## config.mk

```make
export PLATFORM = sky130hd
export DESIGN_NAME = wo_map_sequencer
export DESIGN_NICKNAME = d
export VERILOG_FILES = /design/src/rtl/wo_map_pkg.sv /design/src/rtl/wo_sync_period_meter.sv /design/src/rtl/wo_walk_decoder.sv /design/src/rtl/wo_map_sequencer.sv
export SDC_FILE = /design/constraint.sdc
export NUM_CORES = 1
export LEC_CHECK = 0
export ABC_AREA = 1
export BUFFER_PORTS_ARGS = -buffer_cell sky130_fd_sc_hd__buf_2
export CORE_MARGIN = 4
export CORE_UTILIZATION = 45
export CTS_BUF_LIST = sky130_fd_sc_hd__clkbuf_8
export DETAILED_ROUTE_END_ITERATION = 8
export GPL_TIMING_DRIVEN = 0
export HOLD_SLACK_MARGIN = 0.08
export PLACE_DENSITY_LB_ADDON = 0.08
export RECOVER_POWER = 100
export SYNTH_ARGS = -nofsm -noshare
export SYNTH_HDL_FRONTEND = slang
export SYNTH_SLANG_ARGS = --single-unit
export TNS_END_PERCENT = 100
```

## constraint.sdc

```tcl
create_clock -name clk -period 25.8 [get_ports clk]
set_clock_uncertainty 0.15 [all_clocks]
set_input_delay 1.29 -clock clk [delete_from_list [all_inputs] [get_ports clk]]
set_output_delay 1.29 -clock clk [all_outputs]
set_load 0.005 [all_outputs]
```

## src/rtl/wo_map_pkg.sv

```systemverilog
package wo_map_pkg;
    typedef enum logic [1:0] {
        MODE_COL_SWEEP = 2'd0,
        MODE_ROW_SWEEP = 2'd1,
        MODE_ADDR_ALT  = 2'd2,
        MODE_DATA_ALT  = 2'd3
    } pat_mode_e;

    typedef enum logic [1:0] {
        ST_IDLE = 2'd0,
        ST_STEP = 2'd1,
        ST_LAST = 2'd2
    } seq_state_e;
endpackage

```

## src/rtl/wo_sync_period_meter.sv

```systemverilog
module wo_sync_period_meter #(
    parameter int CNT_W      = 16,
    parameter int DEF_PERIOD = 40
) (
    input  logic             clk,
    input  logic             rst_n,
    input  logic             sync,
    output logic [CNT_W-1:0] period_q
);
    localparam logic [CNT_W-1:0] CNT_MAX = '1;

    logic [CNT_W-1:0] cnt_q;
    logic             seen_q;

    // cycles since the last sync; captured as the period at the next one
    always_ff @(posedge clk) begin
        if (!rst_n) begin
            cnt_q    <= '0;
            seen_q   <= 1'b0;
            period_q <= CNT_W'(DEF_PERIOD);
        end else if (sync) begin
            cnt_q    <= CNT_W'(1);
            seen_q   <= 1'b1;
            if (seen_q) period_q <= cnt_q;
        end else if (cnt_q != CNT_MAX) begin
            cnt_q <= cnt_q + CNT_W'(1);
        end
    end

    // the interval count restarts at one after every sync
    p_count_restart_r6: assert property (@(posedge clk) disable iff (!rst_n)
        sync |=> (cnt_q == CNT_W'(1)));

    // the period only changes on a sync
    p_period_hold_r6: assert property (@(posedge clk) disable iff (!rst_n)
        !sync |=> $stable(period_q));
endmodule

```

## src/rtl/wo_walk_decoder.sv

```systemverilog
module wo_walk_decoder
    import wo_map_pkg::*;
#(
    parameter int ADDR_W = 4,
    parameter int DATA_W = 4,
    parameter int IDX_W  = 3,
    parameter int SEL_W  = 2
) (
    input  pat_mode_e         mode,
    input  logic [ADDR_W-1:0] mask,
    input  logic [SEL_W-1:0]  sel,
    input  logic              pol,
    input  logic [IDX_W-1:0]  idx,
    output logic [ADDR_W-1:0] addr,
    output logic [DATA_W-1:0] data,
    output logic              ref_bit,
    output logic [IDX_W-1:0]  n_states
);
    localparam logic [ADDR_W-1:0] ONE_A = ADDR_W'(1);
    localparam logic [DATA_W-1:0] ONE_D = DATA_W'(1);

    logic [ADDR_W-1:0] walk;
    logic [ADDR_W-1:0] addr_sw;
    logic [IDX_W-1:0]  n_walk;
    logic [ADDR_W-1:0] alt_a;
    logic [DATA_W-1:0] alt_d;

    assign walk  = (mode == MODE_COL_SWEEP) ? '1 : mask;
    assign alt_a = ONE_A << sel;
    assign alt_d = ONE_D << sel;

    // j-th walked bit (ascending) is lit for index j; index 0 lights none
    always_comb begin
        addr_sw = '0;
        n_walk  = '0;
        for (int b = 0; b < ADDR_W; b++) begin
            if (walk[b]) begin
                n_walk = n_walk + IDX_W'(1);
                if (n_walk == idx) addr_sw[b] = 1'b1;
            end
        end
    end

    always_comb begin
        addr     = '0;
        data     = pol ? '1 : '0;
        ref_bit  = 1'b0;
        n_states = IDX_W'(2);
        unique case (mode)
            MODE_COL_SWEEP, MODE_ROW_SWEEP: begin
                addr     = addr_sw;
                n_states = n_walk + IDX_W'(1);
            end
            MODE_ADDR_ALT: begin
                addr    = (idx != '0) ? alt_a : '0;
                ref_bit = |addr;
            end
            MODE_DATA_ALT: begin
                data    = (idx != '0) ? alt_d : '0;
                ref_bit = |data;
            end
            default: ;
        endcase
    end
endmodule

```

## src/rtl/wo_map_sequencer.sv

```systemverilog
module wo_map_sequencer
    import wo_map_pkg::*;
#(
    parameter int ADDR_W     = 4,
    parameter int DATA_W     = 4,
    parameter int CNT_W      = 16,
    parameter int DEF_PERIOD = 40,
    localparam int MAX_W     = (ADDR_W > DATA_W) ? ADDR_W : DATA_W,
    localparam int SEL_W     = (MAX_W > 1) ? $clog2(MAX_W) : 1
) (
    input  logic              clk,
    input  logic              rst_n,
    input  logic              frame_sync,
    input  logic              line_sync,
    input  logic [1:0]        mode,
    input  logic              data_ones,
    input  logic [ADDR_W-1:0] row_mask,
    input  logic [SEL_W-1:0]  alt_index,
    output logic [ADDR_W-1:0] sram_addr,
    output logic [DATA_W-1:0] sram_data,
    output logic              sram_en_n,
    output logic              sram_we_n,
    output logic              phase_ref
);
    localparam int IDX_W = $clog2(ADDR_W + 2);

    seq_state_e        state_q;
    logic [IDX_W-1:0]  idx_q;
    logic [CNT_W-1:0]  dwell_q;
    pat_mode_e         mode_q;
    logic [ADDR_W-1:0] mask_q;
    logic [SEL_W-1:0]  sel_q;
    logic              pol_q;

    logic              sync_sel;
    logic [CNT_W-1:0]  period_q;
    logic [CNT_W-1:0]  slot;
    logic [CNT_W-1:0]  slot_eff;
    logic [ADDR_W-1:0] dec_addr;
    logic [DATA_W-1:0] dec_data;
    logic              dec_ref;
    logic [IDX_W-1:0]  n_states;

    // live mode picks which sync restarts the pattern
    assign sync_sel = (pat_mode_e'(mode) == MODE_ROW_SWEEP) ? line_sync : frame_sync;

    wo_sync_period_meter #(
        .CNT_W      (CNT_W),
        .DEF_PERIOD (DEF_PERIOD)
    ) u_meter (
        .clk      (clk),
        .rst_n    (rst_n),
        .sync     (sync_sel),
        .period_q (period_q)
    );

    wo_walk_decoder #(
        .ADDR_W (ADDR_W),
        .DATA_W (DATA_W),
        .IDX_W  (IDX_W),
        .SEL_W  (SEL_W)
    ) u_dec (
        .mode     (mode_q),
        .mask     (mask_q),
        .sel      (sel_q),
        .pol      (pol_q),
        .idx      (idx_q),
        .addr     (dec_addr),
        .data     (dec_data),
        .ref_bit  (dec_ref),
        .n_states (n_states)
    );

    // slot length: period split evenly, leftover stays with the last state
    assign slot     = period_q / CNT_W'(n_states);
    assign slot_eff = (slot == '0) ? CNT_W'(1) : slot;

    always_ff @(posedge clk) begin
        if (!rst_n) begin
            state_q <= ST_IDLE;
            idx_q   <= '0;
            dwell_q <= '0;
            mode_q  <= MODE_COL_SWEEP;
            mask_q  <= '0;
            sel_q   <= '0;
            pol_q   <= 1'b0;
        end else if (sync_sel) begin
            state_q <= ST_STEP;
            idx_q   <= '0;
            dwell_q <= '0;
            mode_q  <= pat_mode_e'(mode);
            mask_q  <= row_mask;
            sel_q   <= alt_index;
            pol_q   <= data_ones;
        end else begin
            unique case (state_q)
                ST_IDLE: begin
                    state_q <= ST_IDLE;
                end
                ST_STEP: begin
                    if (idx_q >= n_states - IDX_W'(1)) begin
                        state_q <= ST_LAST;
                    end else if (dwell_q == slot_eff - CNT_W'(1)) begin
                        idx_q   <= idx_q + IDX_W'(1);
                        dwell_q <= '0;
                    end else begin
                        dwell_q <= dwell_q + CNT_W'(1);
                    end
                end
                ST_LAST: begin
                    state_q <= ST_LAST;
                end
                default: state_q <= ST_IDLE;
            endcase
        end
    end

    always_comb begin
        unique case (state_q)
            ST_STEP, ST_LAST: begin
                sram_addr = dec_addr;
                sram_data = dec_data;
                sram_en_n = 1'b0;
                sram_we_n = 1'b0;
                phase_ref = dec_ref;
            end
            default: begin
                sram_addr = '0;
                sram_data = '0;
                sram_en_n = 1'b1;
                sram_we_n = 1'b1;
                phase_ref = 1'b0;
            end
        endcase
    end

    // the device is only selected after a sync, and stays selected
    p_select_after_sync_r2: assert property (@(posedge clk) disable iff (!rst_n)
        (!sram_en_n && $past(sram_en_n)) |-> $past(sync_sel));
    p_select_sticky_r2: assert property (@(posedge clk) disable iff (!rst_n)
        !sram_en_n |=> (!sram_en_n && !sram_we_n));

    // never more than one address bit raised
    p_addr_onehot_r3: assert property (@(posedge clk) disable iff (!rst_n)
        $onehot0(sram_addr));

    // a selected sync brings address 0 in the following cycle
    p_restart_r9: assert property (@(posedge clk) disable iff (!rst_n)
        sync_sel |=> (sram_addr == '0 && !sram_en_n));

    // index moves by at most one between syncs, dwell stays inside a slot
    p_walk_step_r6: assert property (@(posedge clk) disable iff (!rst_n)
        (state_q != ST_IDLE && !sync_sel) |=>
            (idx_q == $past(idx_q) || idx_q == $past(idx_q) + IDX_W'(1)));
    p_dwell_bound_r6: assert property (@(posedge clk) disable iff (!rst_n)
        (state_q == ST_STEP) |-> (dwell_q < slot_eff));
    p_idx_bound_r6: assert property (@(posedge clk) disable iff (!rst_n)
        (state_q != ST_IDLE) |-> (idx_q < n_states));

    // reference follows the raised address bit in address alternation
    p_ref_follows_r7: assert property (@(posedge clk) disable iff (!rst_n)
        (state_q != ST_IDLE && mode_q == MODE_ADDR_ALT) |-> (phase_ref == |sram_addr));
endmodule

```

==> results.toml, run 1 <==
[place]
dpl.cell_count = 1805
place_area_um2 = 9574
dp_hpwl_um = 19070
gp_congestion = 0.8804
port_buffers = 23

[critical_path]
cp.arrival_ns = 24.04
critPathMostFrequentCell = "nand2_1"
critical_path_class = "reg -> reg"
slowest_stage = "ha_2"
critPathMaxStageDelay_ns = 0.40
worst_setup_path_end_kind = "flop"
worst_setup_path_start_kind = "flop"
crit_required_ns = 25.89
cp_max_fo = 10

[global_routing]
antenna_found_initial = 0
grt.total_usage_pct = 20.99
grt_max_degree = 17
grt_pass1_vias = 8552
grt_overflow_total = 0
grt_first_pass_wirelength_um = 39830

[timing]
max_freq_mhz = 41.75
hold_viol = 0
setup_viol = 0
maxSlewViolCount = 0
tightestPinTransition_ns = 0.8509
finalCritPeriodShare_pct = 92.84
max-slew-margin-rel_pct = 43.27
finalCriticalPeriod_ns = 23.95

[route]
post_drt_wl_per_cell_um = 12.76
drt_iter0_drc = 436
vias_per_cell = 5.084
vias = 9547
wl_um = 23950
post-route-drc-count = 0
first_pass_iters = 5
ant_nets = 0

[cts]
htree_levels = 3
root_buffer = "clkbuf_8"
cts_hold_buf = 0
cts.sinks = 63
clock_latency_ns = 0.35
clk_pin_slew_worst_paths_ns = 0.08
cts_buffers = 9
clockBufferDepth = 2
cts_tree = "done"

[layout]
layout.nets = 1681
final_cells = 1878
drive_gt1_share_pct = 19.28
multi_input_area_um2 = 6920
final_cell_mix = "nand2_1 (340), inv_1 (217), nor2_1 (144), nand3_1 (131), nand4_1 (66)"
seqCellArea_um2 = 1261
nFillCells = 2079
syn2layout_area_growth_pct = 14.87
fin_area_um2 = 10470
final_common_cell = "nand2_1"
num_antenna_cells = 0

[die]
dieWidth_um = 150.3
dieArea_um2 = 22580
rows = 51
start_util_pct = 46.20
die_y_um = 150.3
ios = 24
core_um2 = 19720

[yosys]
synth_edf_count = 0
async_flop_share_pct = 0
seq_area_frac_synth_pct = 13.84
syn_area_per_cell_um2 = 6.009
synth.distinct_cells = 57
ys_ff_latch = 63
synth_nets = 1589
syn_inst = 1516
yosys_warnings = 0
synth_ff_type = "dfxtp_1"
syn_area_um2 = 9110

[status]
outcome = "finished clean"

[run]
maxCapViolCount = 0

[worst_hold_path]
hold_class = "reg -> reg"
-- kinds of logic after synthesis --
group | Yosys count | synth area share, %
buffers and inverters | 288 | 12.95
AO/OA/AOI/OAI | 172 | 10.77
adder cells (fa/ha/maj) | 60 | 8.241
AND/OR/NAND/NOR | 872 | 48.17
XOR/XNOR | 61 | 6.029
flip-flops | 63 | 13.84
-- critical path, delay by kind of cell, from the launching register on --
kind / cells / cell delay, ns
and+or+nand+nor: 92 / 9.61
adders and majority gates: 19 / 5.49
buffers and inverters: 45 / 4.04
AOI/OAI and AO/OA: 31 / 4.02
DFF: 1 / 0.31
xor gates and xnor gates: 1 / 0.17
-- repair_timing --
item	CTS	global route
setup endpoints to repair	19	19
resized for setup	40	49
gates cloned	0	1
pin swaps	19	37
setup buffers	20	36
-- registers in the layout, summed over array words and instances, names as in the netlist --
name and count:
dwell_q 16, u_meter.seen_q 1, mode_q 2, u_meter.cnt_q 16
idx_q 3, pol_q 1, u_meter.period_q 16, state_q 2
sel_q 2, mask_q 4
-- routing by layer --
metal / GRT usage (%) / up-vias / share of wire (%)
li1: - / 5110 / -
met1: 28.82 / 4299 / 49
met2: 36.29 / 114 / 47
met3: 1.716 / 24 / 2.5
met4: 3.843 / 0 / 1.2
met5: 0 / - / 0
-- per-stage QoR --
stage                     hold WS, ns  worst slack [ns]  TNS [ns]  util, %
final                          0.3331             1.846         0    53.07
after global routing           0.3472           -0.1565    -1.422    53.07
after CTS                      0.3312           0.01115         0    50.85
after detailed placement       0.3211            -3.681    -68.03    48.56
after global placement         0.3081            -4.196    -77.81    48.47
after floorplan                0.2878            0.8064         0        -
-- path summary, 6_finish.rpt --
check / startpoint / to / slack (ns) / cells past startpoint
worst min-delay path: state_q[0] / state_q[0] / 0.33 / 2
worst min register to register: state_q[0] / state_q[0] / 0.33 / 2
worst max register to register: mode_q[1] / dwell_q[11] / 1.85 / 188
worst max-delay path: mode_q[1] / dwell_q[11] / 1.85 / 188
-- synthesized netlist by cell type, drive strengths merged, types with 7 or more instances --
| cell type | instances | area [um2] |
|---|---|---|
| ha | 60 | 750.7 |
| dfxtp | 63 | 1261 |
| or2 | 10 | 62.56 |
| clkbuf | 19 | 71.32 |
| nand3b | 9 | 67.56 |
| xor2 | 49 | 429.2 |
| o21ai | 77 | 400.4 |
| nor3 | 26 | 151.4 |
| a21oi | 60 | 311.5 |
| nand4 | 69 | 459.2 |
| nand3 | 165 | 1044 |
| inv | 252 | 950.9 |
| xnor2 | 11 | 96.34 |
| nor2 | 191 | 919.6 |
| o21bai | 15 | 112.6 |
| nor4 | 7 | 43.79 |
| nand2 | 389 | 1600 |
| buf | 11 | 128.9 |
-- layout make-up --
| class | count | area share (%) |
|---|---|---|
| Clock inverter | 6 | 0.4304 |
| Inverter | 258 | 9.517 |
| Buffer | 30 | 2.021 |
| Tap cell | 265 | 3.168 |
| Sequential cell | 63 | 12.05 |
| Timing Repair Buffer | 81 | 5.368 |
| Multi-Input combinational cell | 1165 | 66.13 |
| Clock buffer | 10 | 1.315 |
Power of run 1 is not shown: default switching activity piles up to over one toggle a cycle in this logic, so the estimate is an artifact.
==> inputs of run 2 (changes only) <==
--- a/config.mk
+++ b/config.mk
@@ -7,6 +7,7 @@
 export LEC_CHECK = 0
 export ABC_AREA = 1
 export BUFFER_PORTS_ARGS = -buffer_cell sky130_fd_sc_hd__buf_2
+export CORE_ASPECT_RATIO = 1.1
 export CORE_MARGIN = 4
 export CORE_UTILIZATION = 45
 export CTS_BUF_LIST = sky130_fd_sc_hd__clkbuf_8
==> results.toml, run 2 (synthesis results as in run 1) <==
[status]
outcome = "finished clean"

[layout]
largest_registers = "dwell_q: 16 flops, u_meter.cnt_q: 16 flops, u_meter.period_q: 16 flops"
layout.nets = 1688
syn2layout_area_growth_pct = 16.30
final_common_cell = "nand2_1"
nFillCells = 2098
final_cells = 1872
drive_gt1_share_pct = 19.81
final_cell_mix = "nand2_1 (338), inv_1 (221), nor2_1 (144), nand3_1 (130), nand4_1 (66)"
multi_input_area_um2 = 6958
num_antenna_cells = 0
seqCellArea_um2 = 1261

[timing]
max_freq_mhz = 42.26
max-slew-margin-rel_pct = 55.54
finalCriticalPeriod_ns = 23.66
tightestPinTransition_ns = 0.6669
setup_tns_ns = 0
hold_viol = 0
setup_viol = 0
maxSlewViolCount = 0
finalCritPeriodShare_pct = 91.72

[global_routing]
grt_max_degree = 20
grt_pass1_vias = 8798
grt_overflow_total = 0
grt_first_pass_wirelength_um = 40490
grt.total_usage_pct = 21.28
antenna_found_initial = 0

[critical_path]
worst_setup_path_end_kind = "flop"
reg2reg_to = "dwell_q[12]"
slowest_stage = "ha_1"
ff2ff_setup_slack_ns = 2.14
crit_start = "mode_q[1]"
timing.rr.start = "mode_q[1]"
critical_path_class = "reg -> reg"
critPathMostFrequentCell = "nand2_1"
endpoint = "dwell_q[12]"
cp_max_fo = 10
worst_setup_path_start_kind = "flop"
r2r_cells = 185
cp.arrival_ns = 23.75
critPathMaxStageDelay_ns = 0.38
crit_required_ns = 25.89

[die]
rows = 54
dieWidth_um = 143.7
start_util_pct = 45.86
dieArea_um2 = 22590
core_um2 = 19860
die_y_um = 157.2
ios = 24

[run]
maxCapViolCount = 0

[route]
post-route-drc-count = 0
ant_nets = 0
vias = 9576
vias_per_cell = 5.115
first_pass_iters = 5
drt_iter0_drc = 450
post_drt_wl_per_cell_um = 12.74
wl_um = 23840

[cts]
cts.sinks = 63
root_buffer = "clkbuf_8"
clock_latency_ns = 0.34
htree_levels = 3
clockBufferDepth = 2
cts_tree = "done"
clk_pin_slew_worst_paths_ns = 0.08
cts_hold_buf = 0
cts_buffers = 9

[place]
dpl.cell_count = 1792
dp_hpwl_um = 19150
gp_congestion = 0.8609
port_buffers = 23

[worst_hold_path]
hold_class = "reg -> reg"
==> run 2: cell types whose count changed in the layout (fill, tap and decap cells not counted), moves of 2 or more <==
cell	change
buf_4	+8
bufinv_16	+2
clkbuf_1	-3
nand2_1	-2
inv_1	+4
inv_6	-2
inv_2	-4
nand2_2	+2
clkinvlp_4	-2
clkinv_4	+2
o21ai_2	-2
o21ai_1	+2
nand3_4	+2
==> run 2: area by class of cell <==
class                      count  share of cell area, %
buffer                        30                  2.031
clock buffer                  10                  1.299
clock inverter                 6                 0.8857
inverter                     258                  9.376
multi-input combinational   1165                  65.67
sequential                    63                  11.90
tap                          252                  2.976
timing repair buffer          88                  5.857
==> run 2: worst max-delay path, delay by kind of cell (launching register included) <==
kind	cells	cell delay [ns]
compound gates	34	4.15
buf+inv	39	3.58
xor+xnor	1	0.17
fa+ha+maj	19	5.30
simple gates	92	9.74
flops	1	0.31
==> run 2: worst min path at each step <==
stage / slack (ns) / cells past startpoint / to / start
after global routing: 0.37 / 2 / u_meter.period_q[13] / u_meter.period_q[13]
after floorplan: 0.29 / 2 / u_meter.period_q[13] / u_meter.period_q[13]
after CTS: 0.33 / 2 / u_meter.period_q[13] / u_meter.period_q[13]
final: 0.32 / 2 / u_meter.period_q[13] / u_meter.period_q[13]
after global placement: 0.31 / 2 / u_meter.period_q[13] / u_meter.period_q[13]
after detailed placement: 0.32 / 2 / u_meter.period_q[13] / u_meter.period_q[13]
==> run 2: metal layers <==
metal | share of wire, % | vias to the layer above | global-route usage, %
li1 | - | 5130 | -
met1 | 47 | 4284 | 27.75
met2 | 48 | 135 | 37.58
met3 | 3.0 | 27 | 2.005
met4 | 1.6 | 0 | 5.516
met5 | 0 | - | 0
==> run 2: what timing repair did <==
| item | in CTS | in global routing |
|---|---|---|
| buffers inserted | 20 | 43 |
| endpoints found under the setup margin | 19 | 19 |
| resized for setup | 39 | 52 |
| gates cloned | 0 | 1 |
| pin swaps | 19 | 39 |
==> run 2: stage by stage <==
stage	util (%)	cell area, um2	setup slack, ns	hold WS (ns)
global route	53.34	10600	-0.09778	0.3658
global placement	48.03	9540	-4.430	0.3055
CTS	50.68	10070	0.03613	0.3277
detailed placement	48.12	9558	-3.958	0.3151
floorplan	-	9110	0.8064	0.2878
finish	53.34	10600	2.136	0.3191
Power of run 2 is left out for the same reason.
==> inputs of run 3 (changes only) <==
--- a/config.mk
+++ b/config.mk
@@ -6,12 +6,12 @@
 export NUM_CORES = 1
 export LEC_CHECK = 0
 export ABC_AREA = 1
-export BUFFER_PORTS_ARGS = -buffer_cell sky130_fd_sc_hd__buf_2
 export CORE_ASPECT_RATIO = 1.1
 export CORE_MARGIN = 4
 export CORE_UTILIZATION = 45
 export CTS_BUF_LIST = sky130_fd_sc_hd__clkbuf_8
 export DETAILED_ROUTE_END_ITERATION = 8
+export DONT_BUFFER_PORTS = 1
 export GPL_TIMING_DRIVEN = 0
 export HOLD_SLACK_MARGIN = 0.08
 export PLACE_DENSITY_LB_ADDON = 0.08
==> results.toml, run 3 (synthesis results as in run 1) <==
[status]
outcome = "finished clean"

[layout]
largest_registers = "dwell_q: 16 flops, u_meter.cnt_q: 16 flops, u_meter.period_q: 16 flops"
num_antenna_cells = 0
final_common_cell = "nand2_1"
layout.nets = 1665
final_cell_mix = "nand2_1 (340), inv_1 (222), nor2_1 (142), nand3_1 (130), nand4_1 (66)"
nFillCells = 2108
syn2layout_area_growth_pct = 15.40
drive_gt1_share_pct = 19.54
final_cells = 1849

[cts]
clk_pin_slew_worst_paths_ns = 0.07
htree_levels = 3
cts_tree = "done"
cts_buffers = 9
clockBufferDepth = 2
clock_latency_ns = 0.35
cts_hold_buf = 0
root_buffer = "clkbuf_8"
cts.sinks = 63

[route]
wl_um = 24050
post_drt_wl_per_cell_um = 13.01
first_pass_iters = 5
post-route-drc-count = 0
vias = 9477
drt_iter0_drc = 385
ant_nets = 0
vias_per_cell = 5.125

[timing]
setup_viol = 0
max-slew-margin-rel_pct = 53.65
fin_ws_ns = 2.000
setup_tns_ns = 0
whs_ns = 0.3384
finalCritPeriodShare_pct = 92.25
finalCriticalPeriod_ns = 23.80
maxSlewViolCount = 0
hold_viol = 0
tightestPinTransition_ns = 0.6953
max_freq_mhz = 42.02

[critical_path]
critPathMostFrequentCell = "nand2_1"
critPathMaxStageDelay_ns = 0.32
crit_required_ns = 25.89
slowest_stage = "ha_1"
worst_setup_path_start_kind = "flop"
cp.arrival_ns = 23.89
worst_setup_path_end_kind = "flop"
cp_max_fo = 10
critical_path_class = "reg -> reg"

[global_routing]
grt.total_usage_pct = 21.58
grt_pass1_vias = 8668
antenna_found_initial = 0
grt_max_degree = 17
grt_first_pass_wirelength_um = 40770
grt_overflow_total = 0

[die]
ios = 24
dieWidth_um = 143.7
rows = 54
dieArea_um2 = 22590
die_y_um = 157.2
start_util_pct = 45.86
core_um2 = 19860

[place]
dpl.cell_count = 1769
port_buffers = 0
detailedPlace.worstSlack_ns = -3.758
gp_congestion = 0.8642
dp_hpwl_um = 19080

[run]
maxCapViolCount = 0

[worst_hold_path]
hold_class = "reg -> reg"
## run 3: cell types whose count changed in the layout (fill, tap and decap cells not counted), sizes merged
cell      previous run  this run
buf                 90        74
clkinv               9         7
inv                251       252
bufinv               2         1
clkbuf              38        30
clkinvlp             2         5
## run 3: area by class of cell
cell class / instances / area (um2) / share of cell area [%]
multi-input combinational: 1165 / 7017 / 66.75
sequential: 63 / 1261 / 12.00
inverter: 258 / 997.2 / 9.486
timing repair buffer: 65 / 509.2 / 4.844
tap: 252 / 315.3 / 2.999
buffer: 30 / 215.2 / 2.047
clock buffer: 9 / 123.9 / 1.178
clock inverter: 7 / 73.82 / 0.7022
## run 3: metal layers
metal,track usage [%],routed length (um),share of wire [%],up-vias
li1,-,-,-,5080
met1,28.35,11340,47,4240
met2,38.12,11710,49,131
met3,2.400,678,2.8,26
met4,4.529,329,1.4,0
met5,0,0,0,-
## run 3: critical path, delay by kind of cell (launching register included)
kind                     cells  cell delay [ns]
XOR/XNOR                     1             0.18
flip-flops                   1             0.31
AND/OR/NAND/NOR             93            10.00
adder cells (fa/ha/maj)     19             5.23
AO/OA/AOI/OAI               32             3.94
buffers and inverters       42             3.86
## run 3: per-stage QoR
stage	utilization [%]	area, um2
finish	52.92	10510
global route	52.92	10510
CTS	49.95	9922
detailed placement	47.52	9439
global placement	47.45	9425
floorplan	-	9110
## run 3: worst paths after layout
check | startpoint | end | slack, ns | depth (start not counted)
max reg2reg | mode_q[1] | dwell_q[4] | 2.00 | 187
min reg2reg | state_q[0] | state_q[0] | 0.34 | 2
max | mode_q[1] | dwell_q[4] | 2.00 | 187
min | state_q[0] | state_q[0] | 0.34 | 2
## run 3: timing repair
action / in CTS / in global routing
pin swaps: 19 / 36
cloned: 0 / 1
endpoints found under the setup margin: 19 / 19
setup buffers: 22 / 41
resized for setup: 39 / 63
Power of run 3 is left out for the same reason.
